## src/rtl/hpc_pkg.sv

```systemverilog
package hpc_pkg;

    localparam int TGT_W = 5;
    localparam int CODE_W = 8;
    localparam int STAT_W = 4;
    localparam int EVT_W = 3;

    // Slot state encoding (register field).
    localparam logic [1:0] ST_KEEP = 2'd0;
    localparam logic [1:0] ST_PWR  = 2'd1;
    localparam logic [1:0] ST_EN   = 2'd2;
    localparam logic [1:0] ST_DIS  = 2'd3;

    // Indicator encoding.
    localparam logic [1:0] LED_KEEP  = 2'd0;
    localparam logic [1:0] LED_ON    = 2'd1;
    localparam logic [1:0] LED_BLINK = 2'd2;
    localparam logic [1:0] LED_OFF   = 2'd3;

    localparam logic [1:0] PRES_EMPTY = 2'd3;
    localparam logic [1:0] PRES_LOW   = 2'd0;

    // Status bit positions.
    localparam int SB_BUSY    = 0;
    localparam int SB_LATCH   = 1;
    localparam int SB_BADCMD  = 2;
    localparam int SB_BADMODE = 3;

    // Event bit positions.
    localparam int EV_PRES  = 0;
    localparam int EV_BTN   = 1;
    localparam int EV_LATCH = 2;

    localparam logic [CODE_W-1:0] CODE_PWR_ALL = 8'h48;
    localparam logic [CODE_W-1:0] CODE_EN_ALL  = 8'h49;

    typedef enum logic [2:0] {
        K_SLOT,
        K_SPEED,
        K_PWR_ALL,
        K_EN_ALL,
        K_BAD
    } cmd_kind_e;

    typedef struct packed {
        logic [1:0]       state;
        logic [1:0]       pwr;
        logic [1:0]       attn;
        logic             latch_open;
        logic [1:0]       presence;
        logic [EVT_W-1:0] evt;
    } slot_t;

endpackage

```

## src/rtl/hpc_cmd_decode.sv

```systemverilog
module hpc_cmd_decode
    import hpc_pkg::*;
(
    input  logic [CODE_W-1:0] code_i,
    output cmd_kind_e         kind_o,
    output logic [1:0]        req_state_o,
    output logic [1:0]        req_pwr_o,
    output logic [1:0]        req_attn_o,
    output logic [2:0]        speed_o
);

    always_comb begin
        req_state_o = code_i[1:0];
        req_pwr_o   = code_i[3:2];
        req_attn_o  = code_i[5:4];
        speed_o     = code_i[2:0];
        if (code_i[7:6] == 2'b00) begin
            kind_o = K_SLOT;
        end else if (code_i[7:3] == 5'b01000) begin
            kind_o = K_SPEED;
        end else if (code_i == CODE_PWR_ALL) begin
            kind_o = K_PWR_ALL;
        end else if (code_i == CODE_EN_ALL) begin
            kind_o = K_EN_ALL;
        end else begin
            kind_o = K_BAD;
        end
    end

endmodule

```

## src/rtl/hpc_slot_step.sv

```systemverilog
module hpc_slot_step
    import hpc_pkg::*;
(
    input  slot_t      cur_i,
    input  logic       apply_i,
    input  logic [1:0] req_state_i,
    input  logic [1:0] req_pwr_i,
    input  logic [1:0] req_attn_i,
    output slot_t      nxt_o,
    output logic       reject_o,
    output logic       removed_o
);

    always_comb begin
        reject_o  = (cur_i.state == ST_EN) && (req_state_i == ST_PWR);
        nxt_o     = cur_i;
        removed_o = 1'b0;
        if (apply_i && !reject_o) begin
            if (req_pwr_i != LED_KEEP) begin
                nxt_o.pwr = req_pwr_i;
            end
            if (req_attn_i != LED_KEEP) begin
                nxt_o.attn = req_attn_i;
            end
            if ((cur_i.state == ST_DIS) &&
                ((req_state_i == ST_PWR) || (req_state_i == ST_EN))) begin
                nxt_o.state = req_state_i;
            end else if (((cur_i.state == ST_EN) || (cur_i.state == ST_PWR)) &&
                         (req_state_i == ST_DIS)) begin
                nxt_o.state = ST_DIS;
                if (nxt_o.pwr == LED_OFF) begin
                    nxt_o.latch_open = 1'b1;
                    nxt_o.presence   = PRES_EMPTY;
                    nxt_o.evt[EV_PRES]  = 1'b1;
                    nxt_o.evt[EV_BTN]   = 1'b1;
                    nxt_o.evt[EV_LATCH] = 1'b1;
                    removed_o = 1'b1;
                end
            end
        end
    end

endmodule

```

## src/rtl/hpc_slot_ctrl.sv

```systemverilog
module hpc_slot_ctrl
    import hpc_pkg::*;
#(
    parameter int NSLOT = 31
) (
    input  logic                  clk,
    input  logic                  rst_n,
    input  logic [NSLOT-1:0]      slot_occ_i,
    input  logic                  cmd_valid_i,
    input  logic [7:0]            cmd_code_i,
    input  logic [4:0]            cmd_target_i,
    input  logic                  cmd_ack_i,
    input  logic [NSLOT-1:0]      evt_clr_i,
    output logic [2*NSLOT-1:0]    slot_state_o,
    output logic [2*NSLOT-1:0]    pwr_led_o,
    output logic [2*NSLOT-1:0]    attn_led_o,
    output logic [NSLOT-1:0]      latch_open_o,
    output logic [2*NSLOT-1:0]    presence_o,
    output logic [3*NSLOT-1:0]    slot_evt_o,
    output logic [NSLOT-1:0]      removal_o,
    output logic [3:0]            cmd_status_o,
    output logic                  cmd_detected_o,
    output logic [2:0]            bus_speed_o
);

    localparam int MAX_TGT = (1 << TGT_W) - 1;

    typedef struct packed {
        slot_t [NSLOT-1:0] slots;
        logic [NSLOT-1:0]  removal;
        logic [STAT_W-1:0] status;
        logic              detected;
        logic [2:0]        speed;
    } ctl_t;

    ctl_t ctl_d, ctl_q, ctl_rst;

    cmd_kind_e  dec_kind;
    logic [1:0] dec_state, dec_pwr, dec_attn;
    logic [2:0] dec_speed;

    hpc_cmd_decode u_dec (
        .code_i      (cmd_code_i),
        .kind_o      (dec_kind),
        .req_state_o (dec_state),
        .req_pwr_o   (dec_pwr),
        .req_attn_o  (dec_attn),
        .speed_o     (dec_speed)
    );

    logic             all_cmd;
    logic             tgt_ok;
    logic [NSLOT-1:0] slot_en;
    logic             any_en;
    logic [NSLOT-1:0] tgt_hit, apply, reject, reject_hit, removed;
    slot_t            step_nxt [NSLOT];

    assign all_cmd = (dec_kind == K_PWR_ALL) || (dec_kind == K_EN_ALL);
    assign tgt_ok  = (cmd_target_i != '0) && (int'(cmd_target_i) <= NSLOT);
    assign any_en  = |slot_en;

    for (genvar i = 0; i < NSLOT; i++) begin : g_slot
        logic [1:0] rq_state, rq_pwr, rq_attn;

        assign slot_en[i] = (ctl_q.slots[i].state == ST_EN);
        assign tgt_hit[i] = (dec_kind == K_SLOT) &&
                            (cmd_target_i == TGT_W'(i + 1));

        always_comb begin
            if (all_cmd) begin
                rq_attn = LED_KEEP;
                if (ctl_q.slots[i].latch_open) begin
                    rq_state = ST_KEEP;
                    rq_pwr   = LED_OFF;
                end else begin
                    rq_state = (dec_kind == K_PWR_ALL) ? ST_PWR : ST_EN;
                    rq_pwr   = LED_ON;
                end
            end else begin
                rq_state = dec_state;
                rq_pwr   = dec_pwr;
                rq_attn  = dec_attn;
            end
        end

        assign apply[i] = cmd_valid_i && (tgt_hit[i] || (all_cmd && !any_en));
        assign reject_hit[i] = tgt_hit[i] && reject[i];

        hpc_slot_step u_step (
            .cur_i       (ctl_q.slots[i]),
            .apply_i     (apply[i]),
            .req_state_i (rq_state),
            .req_pwr_i   (rq_pwr),
            .req_attn_i  (rq_attn),
            .nxt_o       (step_nxt[i]),
            .reject_o    (reject[i]),
            .removed_o   (removed[i])
        );

        assign slot_state_o[2*i +: 2] = ctl_q.slots[i].state;
        assign pwr_led_o[2*i +: 2]    = ctl_q.slots[i].pwr;
        assign attn_led_o[2*i +: 2]   = ctl_q.slots[i].attn;
        assign latch_open_o[i]        = ctl_q.slots[i].latch_open;
        assign presence_o[2*i +: 2]   = ctl_q.slots[i].presence;
        assign slot_evt_o[3*i +: 3]   = ctl_q.slots[i].evt;
        assign removal_o[i]           = ctl_q.removal[i];

        AST_REMOVAL_SHAPE: assert property (@(posedge clk) disable iff (!rst_n)
            removal_o[i] |-> (slot_state_o[2*i +: 2] == ST_DIS) &&
                             latch_open_o[i] &&
                             (presence_o[2*i +: 2] == PRES_EMPTY) &&
                             (slot_evt_o[3*i +: 3] == 3'b111));
    end

    // Reset image, built from the occupancy inputs.
    always_comb begin
        ctl_rst = '0;
        for (int i = 0; i < NSLOT; i++) begin
            if (slot_occ_i[i]) begin
                ctl_rst.slots[i].state      = ST_EN;
                ctl_rst.slots[i].pwr        = LED_ON;
                ctl_rst.slots[i].latch_open = 1'b0;
                ctl_rst.slots[i].presence   = PRES_LOW;
            end else begin
                ctl_rst.slots[i].state      = ST_DIS;
                ctl_rst.slots[i].pwr        = LED_OFF;
                ctl_rst.slots[i].latch_open = 1'b1;
                ctl_rst.slots[i].presence   = PRES_EMPTY;
            end
        end
    end

    always_comb begin
        ctl_d         = ctl_q;
        ctl_d.removal = '0;
        if (cmd_ack_i) begin
            ctl_d.detected = 1'b0;
        end
        for (int i = 0; i < NSLOT; i++) begin
            ctl_d.slots[i]   = step_nxt[i];
            ctl_d.removal[i] = removed[i];
            if (evt_clr_i[i] && !removed[i]) begin
                ctl_d.slots[i].evt = '0;
            end
        end
        if (cmd_valid_i) begin
            ctl_d.status   = '0;
            ctl_d.detected = 1'b1;
            unique case (dec_kind)
                K_SLOT: begin
                    if (!tgt_ok || (|reject_hit)) begin
                        ctl_d.status[SB_BADCMD] = 1'b1;
                    end
                end
                K_SPEED: begin
                    if (dec_speed == 3'd0) begin
                        ctl_d.speed = dec_speed;
                    end else begin
                        ctl_d.status[SB_BADMODE] = 1'b1;
                    end
                end
                K_PWR_ALL, K_EN_ALL: begin
                    if (any_en) begin
                        ctl_d.status[SB_BADCMD] = 1'b1;
                    end
                end
                default: begin
                    ctl_d.status[SB_BADCMD] = 1'b1;
                end
            endcase
        end
    end

    always_ff @(posedge clk) begin
        if (!rst_n) begin
            ctl_q <= ctl_rst;
        end else begin
            ctl_q <= ctl_d;
        end
    end

    assign cmd_status_o   = ctl_q.status;
    assign cmd_detected_o = ctl_q.detected;
    assign bus_speed_o    = ctl_q.speed;

    AST_DETECT_AFTER_CMD: assert property (@(posedge clk) disable iff (!rst_n)
        cmd_valid_i |=> cmd_detected_o);

    AST_TARGET_ZERO_REFUSED: assert property (@(posedge clk) disable iff (!rst_n)
        (cmd_valid_i && (cmd_code_i < 8'h40) && (cmd_target_i == '0))
        |=> cmd_status_o[SB_BADCMD] && $stable(slot_state_o) && $stable(pwr_led_o));

    AST_ALL_REFUSED: assert property (@(posedge clk) disable iff (!rst_n)
        (cmd_valid_i && all_cmd && any_en)
        |=> cmd_status_o[SB_BADCMD] && $stable(slot_state_o) && $stable(pwr_led_o));

    AST_SPEED_BAD_MODE: assert property (@(posedge clk) disable iff (!rst_n)
        (cmd_valid_i && (cmd_code_i[7:3] == 5'b01000) && (cmd_code_i[2:0] != 3'd0))
        |=> cmd_status_o[SB_BADMODE] && (bus_speed_o == 3'd0));

    AST_IDLE_STABLE: assert property (@(posedge clk) disable iff (!rst_n)
        !cmd_valid_i |=> $stable(slot_state_o) && $stable(pwr_led_o) &&
                         $stable(attn_led_o) && (removal_o == '0));

    AST_BUSY_LOW: assert property (@(posedge clk) disable iff (!rst_n)
        cmd_valid_i |=> (cmd_status_o[SB_BUSY] == 1'b0) &&
                        (cmd_status_o[SB_LATCH] == 1'b0));

    initial begin
        assert (MAX_TGT >= NSLOT && NSLOT >= 1);
    end

endmodule

```

## config.mk

```make
export PLATFORM = sky130hd
export DESIGN_NAME = hpc_slot_ctrl
export DESIGN_NICKNAME = d
export VERILOG_FILES = /design/src/rtl/hpc_pkg.sv /design/src/rtl/hpc_cmd_decode.sv /design/src/rtl/hpc_slot_step.sv /design/src/rtl/hpc_slot_ctrl.sv
export SDC_FILE = /design/constraint.sdc
export NUM_CORES = 1
export LEC_CHECK = 0
export BUFFER_PORTS_ARGS = -buffer_cell sky130_fd_sc_hd__buf_4
export CORE_ASPECT_RATIO = 0.8
export CORE_MARGIN = 3
export CORE_UTILIZATION = 25
export DETAILED_ROUTE_END_ITERATION = 8
export GPL_TIMING_DRIVEN = 1
export PLACE_DENSITY_LB_ADDON = 0.08
export SKIP_LAST_GASP = 1
export SLEW_MARGIN = 20
export SYNTH_ARGS = -nofsm -noshare
export SYNTH_HDL_FRONTEND = slang
export SYNTH_SLANG_ARGS = --single-unit
```

## constraint.sdc

```tcl
create_clock -name clk -period 8.15 [get_ports clk]
set_input_delay 1.2225 -clock clk [delete_from_list [all_inputs] [get_ports clk]]
set_output_delay 1.2225 -clock clk [all_outputs]
set_load 0.005 [all_outputs]
```

# Yosys cells after proc, flatten, opt, wreduce, memory -nomap -nowiden
# Cells that the tools add are included.
# W data, S select, Z words.
# word_totals
reg_bits,347
in_bits,79
out_inout_bits,411
wordCells,1871
# op_classes
eq_ne,409
muxes,636
n_bitwise,32
reduce_logical,604
# op_table
op,count
$mux W2,281
$mux W6,93
$mux W411,1
$mux W12,31
$eq A2 B2 Y1 const B,155
$mux W3,99
$logic_and A1 B1 Y1,249
$reduce_and A4 Y1,62
$ne A2 B1 Y1 const B,93
$mux W1,129
$eq A2 B1 Y1 const B,62
$reduce_and A2 Y1,62
$logic_or A1 B1 Y1,95
$ne A3 B1 Y1 const B,31
$eq A5 B5 Y1 const B,16
$reduce_bool A2 Y1,33
$logic_not A1 Y1,64
$reduce_or A2 Y1,32
$ne A2 B2 Y1 const B,31
$reduce_or A31 Y1,2
$eq A5 B4 Y1 const B,9
$not A1 Y1,32
$eq A5 B3 Y1 const B,4
$eq A8 B7 Y1 const B,2
other kinds (10),13

# Depth between registers and ports, before layout
# logic_depth
ltp_word,23
mapped_depth,14
mapped_depth_nobuf,12

# Cells and area by module
# From an unflattened synthesis, not the netlist that was laid out.
# unflattened
cells_unflattened,2451
hier_area_um2,21817.2
# modules_own_cells
mod,instances,cells_per_inst,area_per_inst_um2,seq_area_each_um2
hpc_slot_ctrl,1,1380,13540.5,8187.9
hpc_slot_step,31,34,262.8,0.0
hpc_cmd_decode,1,17,131.4,0.0

# Least setup slack after synthesis
# Ideal clock, no wire load.
# synth_path
path_kind,input to register
start,in cmd_code_i[4]
end,"reg ctl_q (netlist bit slot_state_o[40]), enable pin"
setup_ns,0.327
arrival_ns,3.595
t_required_ns,7.823
slack_ns,4.228
cell_stages,9
n_path_buf,1
path_cell_list,or4b_4 or2_4 nand2_1 clkbuf_1 o21ai_0 ha_1 a22oi_1 nand2_1 o21ai_0
# synth_via
elab_chain_len,15
elab_cells_between_ends,30
classes_between,eq/ne (10); mux (7); reduce/logical (13)
# synth_rtl
element,line,source
"start, declared",hpc_slot_ctrl.sv:10,"input logic [7:0] cmd_code_i,"
$eq A8 B7 Y1,hpc_cmd_decode.sv:23,end else if (code_i == CODE_EN_ALL) begin
$mux W3,hpc_cmd_decode.sv:23,
$mux W3,hpc_cmd_decode.sv:21,end else if (code_i == CODE_PWR_ALL) begin
$mux W3 *,hpc_cmd_decode.sv:19,end else if (code_i[7:3] == 5'b01000) begin
$mux W3 *,hpc_cmd_decode.sv:17,if (code_i[7:6] == 2'b00) begin
$eq A3 B2 Y1,"hpc_slot_ctrl.sv:58, hpc_slot_ctrl.sv:76",
$mux W2,hpc_slot_ctrl.sv:76,rq_state = (dec_kind == K_PWR_ALL) ? ST_PWR : ST_EN;
$mux W2,hpc_slot_ctrl.sv:72,if (ctl_q.slots[i].latch_open) begin
$mux W2,hpc_slot_ctrl.sv:70,if (all_cmd) begin
$eq A2 B1 Y1,"hpc_slot_step.sv:15, hpc_slot_step.sv:26",
$logic_and A1 B1 Y1,hpc_slot_step.sv:15,reject_o = (cur_i.state == ST_EN) && (req_state_i == ST_PWR);
$logic_not A1 Y1,hpc_slot_step.sv:18,if (apply_i && !reject_o) begin
$logic_and A1 B1 Y1,hpc_slot_step.sv:18,
$ne A2 B1 Y1 (no source line),n/a,
$reduce_and A2 Y1 (no source line) *,n/a,
"end signal, assigned",hpc_slot_ctrl.sv:176,ctl_q <= ctl_rst;
"end signal, assigned",hpc_slot_ctrl.sv:178,ctl_q <= ctl_d;
"end, declared",hpc_slot_ctrl.sv:36,"ctl_t ctl_d, ctl_q, ctl_rst;"
# Every way passes the cells marked *; elsewhere a longest branch is shown, timed or not.
# A chain may end at the register's enable or synchronous reset.

# Final worst setup path
# layout_path
start,in cmd_code_i[1]
end,reg ctl_q (netlist bit cmd_status_o[2])
# layout_via
elab_chain_len,16
elab_cells_between_ends,203
classes_between,eq/ne (36); mux (69); reduce/logical (98)
# layout_rtl
element,line,source
$eq A8 B7 Y1,hpc_cmd_decode.sv:23,
$mux W3,hpc_cmd_decode.sv:23,
$mux W3,hpc_cmd_decode.sv:21,
$mux W3,hpc_cmd_decode.sv:19,
$mux W3,hpc_cmd_decode.sv:17,
$eq A3 B2 Y1,"hpc_slot_ctrl.sv:58, hpc_slot_ctrl.sv:76, hpc_slot_ctrl.sv:149",
$mux W2,hpc_slot_ctrl.sv:76,
$mux W2,hpc_slot_ctrl.sv:72,
$mux W2,hpc_slot_ctrl.sv:70,
$eq A2 B1 Y1,hpc_slot_step.sv:15,
$logic_and A1 B1 Y1,hpc_slot_step.sv:15,
$logic_and A1 B1 Y1,hpc_slot_ctrl.sv:87,assign reject_hit[i] = tgt_hit[i] && reject[i];
$reduce_or A31 Y1,hpc_slot_ctrl.sv:151,if (!tgt_ok || (|reject_hit)) begin
$logic_or A1 B1 Y1,hpc_slot_ctrl.sv:151,
$mux W1,hpc_slot_ctrl.sv:151,
$pmux W1 S3 *,hpc_slot_ctrl.sv:149,unique case (dec_kind)
# Marked as above.

==> results.sh <==
export IMPL_ff2ff_setup_slack_ns=4.03
export IMPL_post_dp_hpwl_um=54970
export IMPL_root_buffer="clkbuf_16"
export IMPL_cts_tree="done"
export IMPL_slowest_delay_ns=0.80
export IMPL_netSwitchingFraction_pct=27.26
export IMPL_synth_cell_types=56
export IMPL_postCtsSetupRepairBufs=0
export IMPL_clk_insertion_delay_late_ns=0.56
export IMPL_clockBufferDepth=3
export IMPL_path_max_fanout=34
export IMPL_cts_resized=0
export IMPL_antenna_found_initial=4
export IMPL_cp_num_buf_inv=1
export IMPL_post_route_period_util_pct=63.05
export IMPL_routed_wl_um=75440
export IMPL_endpoint="cmd_status_o[2]"
export IMPL_hold_violations=0
export IMPL_synthTopCellsByArea="edfxtp_1, dfxtp_1, ha_1"
export IMPL_critPathKind="primary input to flip-flop"
export IMPL_drcViolationCount=0
export IMPL_num_rows=84
export IMPL_drive_gt1_share_pct=26.64
export IMPL_dr_pass1_iters=5
export IMPL_grt_pass1_wl_um=106200
export IMPL_initial_core_util_pct=25.51
export IMPL_reg2reg_depth=8
export IMPL_timing_slew_headroom_pct=27.20
export IMPL_crit_cells=11
export IMPL_ys_flop_type="edfxtp_1"
export IMPL_rsz0062_at_grt="no"
export IMPL_dieArea_um2=70960
export IMPL_nets=2425
export IMPL_cts_buffers=38
export IMPL_io_pins=490
export IMPL_slew_viol_final=0
export IMPL_p_per_area_nw_per_um2=177.6
export IMPL_async_flop_share_pct=0
export IMPL_die_w_um=297.1
export IMPL_tns_ns=0
export IMPL_final_util_pct=32.76
export IMPL_yosysSeqAreaShare_pct=42.83
export IMPL_p_seq_share_pct=42.3
export IMPL_setup_viol=0
export IMPL_critPathArrivalTime_ns=5.57
export IMPL_crit_chain="buf_4, or3b_1, or2_4, nand2_2, o21ai_0, ha_1, a31oi_1, o22ai_1, o2bb2ai_1, nor4_1, o221ai_1"
export IMPL_portBuffers=487
export IMPL_fmax_mhz=194.6
export IMPL_rr_endpoint="slot_state_o[40]"
export IMPL_critPathLaunchType="primary input"
export IMPL_grt_usage_pct=20.28
export IMPL_post_place_cells=3085
export IMPL_grt_overflow=0
export IMPL_synth_edf_count=155
export IMPL_drt_vias_per_instance=4.907
export IMPL_clkPwrFrac_pct=44.9
export IMPL_run_status="complete, no violations"
export IMPL_drt_iter0_drc=1173
export IMPL_dieHeight_um=238.9
export IMPL_hp_class="flip-flop to flip-flop"
export IMPL_vias=15500
export IMPL_tightest_slew_ns=1.092
export IMPL_grt_max_degree=225
export IMPL_endpoint_kind="flip-flop"
export IMPL_cp_top_family="simple AND/OR/NAND/NOR gates"
export IMPL_p_leak_nw=9.264
export IMPL_power_mw=3.865
export IMPL_place_gp_congestion=0.8029
export IMPL_fin_skew_ns=0.02426
export IMPL_r2r_start="slot_state_o[11]"
export IMPL_area_growth_pct=28.41
export IMPL_yosysWarnings=0
export IMPL_ys_seq_elements=285
export IMPL_syn_inst=1920
export IMPL_synth_largest_area_cell="edfxtp_1"
export IMPL_hold_buffers=0
export IMPL_combPwrFrac_pct=12.8
export IMPL_cts_num_sinks=285
export IMPL_instances_no_fill=3159
export IMPL_synth_area_per_cell_um2=8.826
export IMPL_irDropWorstVdd_uv=91.08
export IMPL_slowest_stage="nand2_2"
export IMPL_grt_pass1_vias=14790
export IMPL_cts_htree_levels=2
export IMPL_core_area_um2=66420
export IMPL_drtAntennaViolNets=0
export IMPL_fillerInstances=7021
export IMPL_netlist_area_um2=16950
export IMPL_cp_required_ns=8.59
export IMPL_power_internal_mw=2.811
export IMPL_layout_min_cycle_time_ns=5.138
export IMPL_synth_top_cell_area_share_pct=27.47
export IMPL_avgRoutedWirePerCell_um=23.88
export IMPL_crit_path_start="cmd_code_i[1]"
export IMPL_path_clk_slew_ns=0.06
export IMPL_switchingPower_mw=1.054
export IMPL_drv_cap=0
kinds of logic after synthesis:
family                   after synthesis  share of synthesized area, %
AND/OR/NAND/NOR                      646                         16.51
buffers and inverters                355                         10.80
adder cells (fa/ha/maj)              124                         9.156
AO/OA/AOI/OAI                        504                         20.39
flip-flops                           285                         42.83
other                                  1                       0.02213
multiplexers                           5                        0.2954
cell usage after synthesis, types with 58 or more instances:
library cell,count
a21oi_1,72
nand2_1,300
a32o_1,58
nor2_1,153
o22ai_1,79
dfxtp_1,130
buf_4,128
clkbuf_1,99
inv_1,116
nand3_1,65
o21ai_0,203
edfxtp_1,155
ha_1,124
power groups by stage:
| stage | clock [mW] | sequential [mW] | combinational [mW] |
|---|---|---|---|
| after floorplan | 0 | 1.64 | 0.267 |
| after CTS | 1.78 | 1.64 | 0.498 |
| after global routing | 1.84 | 1.64 | 0.544 |
| final | 1.73 | 1.63 | 0.495 |
| after detailed placement | 0 | 1.67 | 0.495 |
| after global placement | 0 | 1.67 | 0.496 |
final cells by class:
class,instances,area [um^2],share of cell area (%)
sequential,285,7257,33.35
clock inverter,15,118.9,0.5463
inverter,117,439.2,2.018
tap,903,1130,5.193
multi-input combinational,1281,7889,36.26
timing repair buffer,499,3766,17.31
antenna,4,10.01,0.04600
clock buffer,55,1149,5.279
worst register-to-register path: stages, from the launching register on:
cell,delay [ns]
edfxtp_1,0.43
ha_1,0.32
nor4_1,0.68
nand4_1,0.23
or3_2,0.46
buf_4,0.41
a22oi_1,0.72
nand2_1,0.23
o21ai_0,0.33
cell usage in the layout, fill, tap and decap left out, types with 28 or more instances in the layout:
| cell type | synthesis | routed |
|---|---|---|
| nor2_1 | 153 | 151 |
| buf_4 | 128 | 497 |
| o21ai_0 | 203 | 202 |
| nand3_1 | 65 | 65 |
| nand2_1 | 300 | 298 |
| edfxtp_1 | 155 | 155 |
| clkbuf_16 | 0 | 41 |
| a21o_1 | 28 | 28 |
| nor2b_1 | 33 | 32 |
| a21oi_1 | 72 | 72 |
| o22ai_1 | 79 | 79 |
| a32o_1 | 58 | 58 |
| inv_1 | 116 | 114 |
| ha_1 | 124 | 124 |
| nor3_1 | 37 | 37 |
| dfxtp_1 | 130 | 130 |
worst min path at each step:
stage / start / cells past startpoint / slack, ns / end
2_1_floorplan: bus_speed_o[0] / 2 / 0.42 / bus_speed_o[0]
3_3_place_gp: bus_speed_o[2] / 2 / 0.42 / bus_speed_o[2]
4_1_cts: bus_speed_o[1] / 2 / 0.44 / bus_speed_o[1]
5_1_grt: bus_speed_o[2] / 2 / 0.46 / bus_speed_o[2]
3_5_place_dp: bus_speed_o[1] / 2 / 0.43 / bus_speed_o[1]
6_report: bus_speed_o[0] / 2 / 0.43 / bus_speed_o[0]
through the flow:
step	hold slack [ns]	area, um^2	worst slack, ns
6_report	0.4321	21760	3.012
5_1_grt	0.4562	21750	2.845
4_1_cts	0.4390	21750	2.972
3_5_place_dp	0.4299	20480	2.360
3_3_place_gp	0.4212	20480	2.339
2_1_floorplan	0.4250	16950	4.228
layer usage:
layer	GRT usage (%)	share of wire [%]
met2	30.32	43
met1	28.67	46
met5	0	0.045
met3	6.555	9.4
met4	3.966	1.5
registers in the layout, indices dropped and copies added (netlist names):
signal / count
pwr_led_o: 62
slot_evt_o: 31
bus_speed_o: 3
attn_led_o: 62
presence_o: 31
cmd_status_o: 2
removal_o: 31
slot_state_o: 62
cmd_detected_o: 1
(Power assumes the default switching activity.)
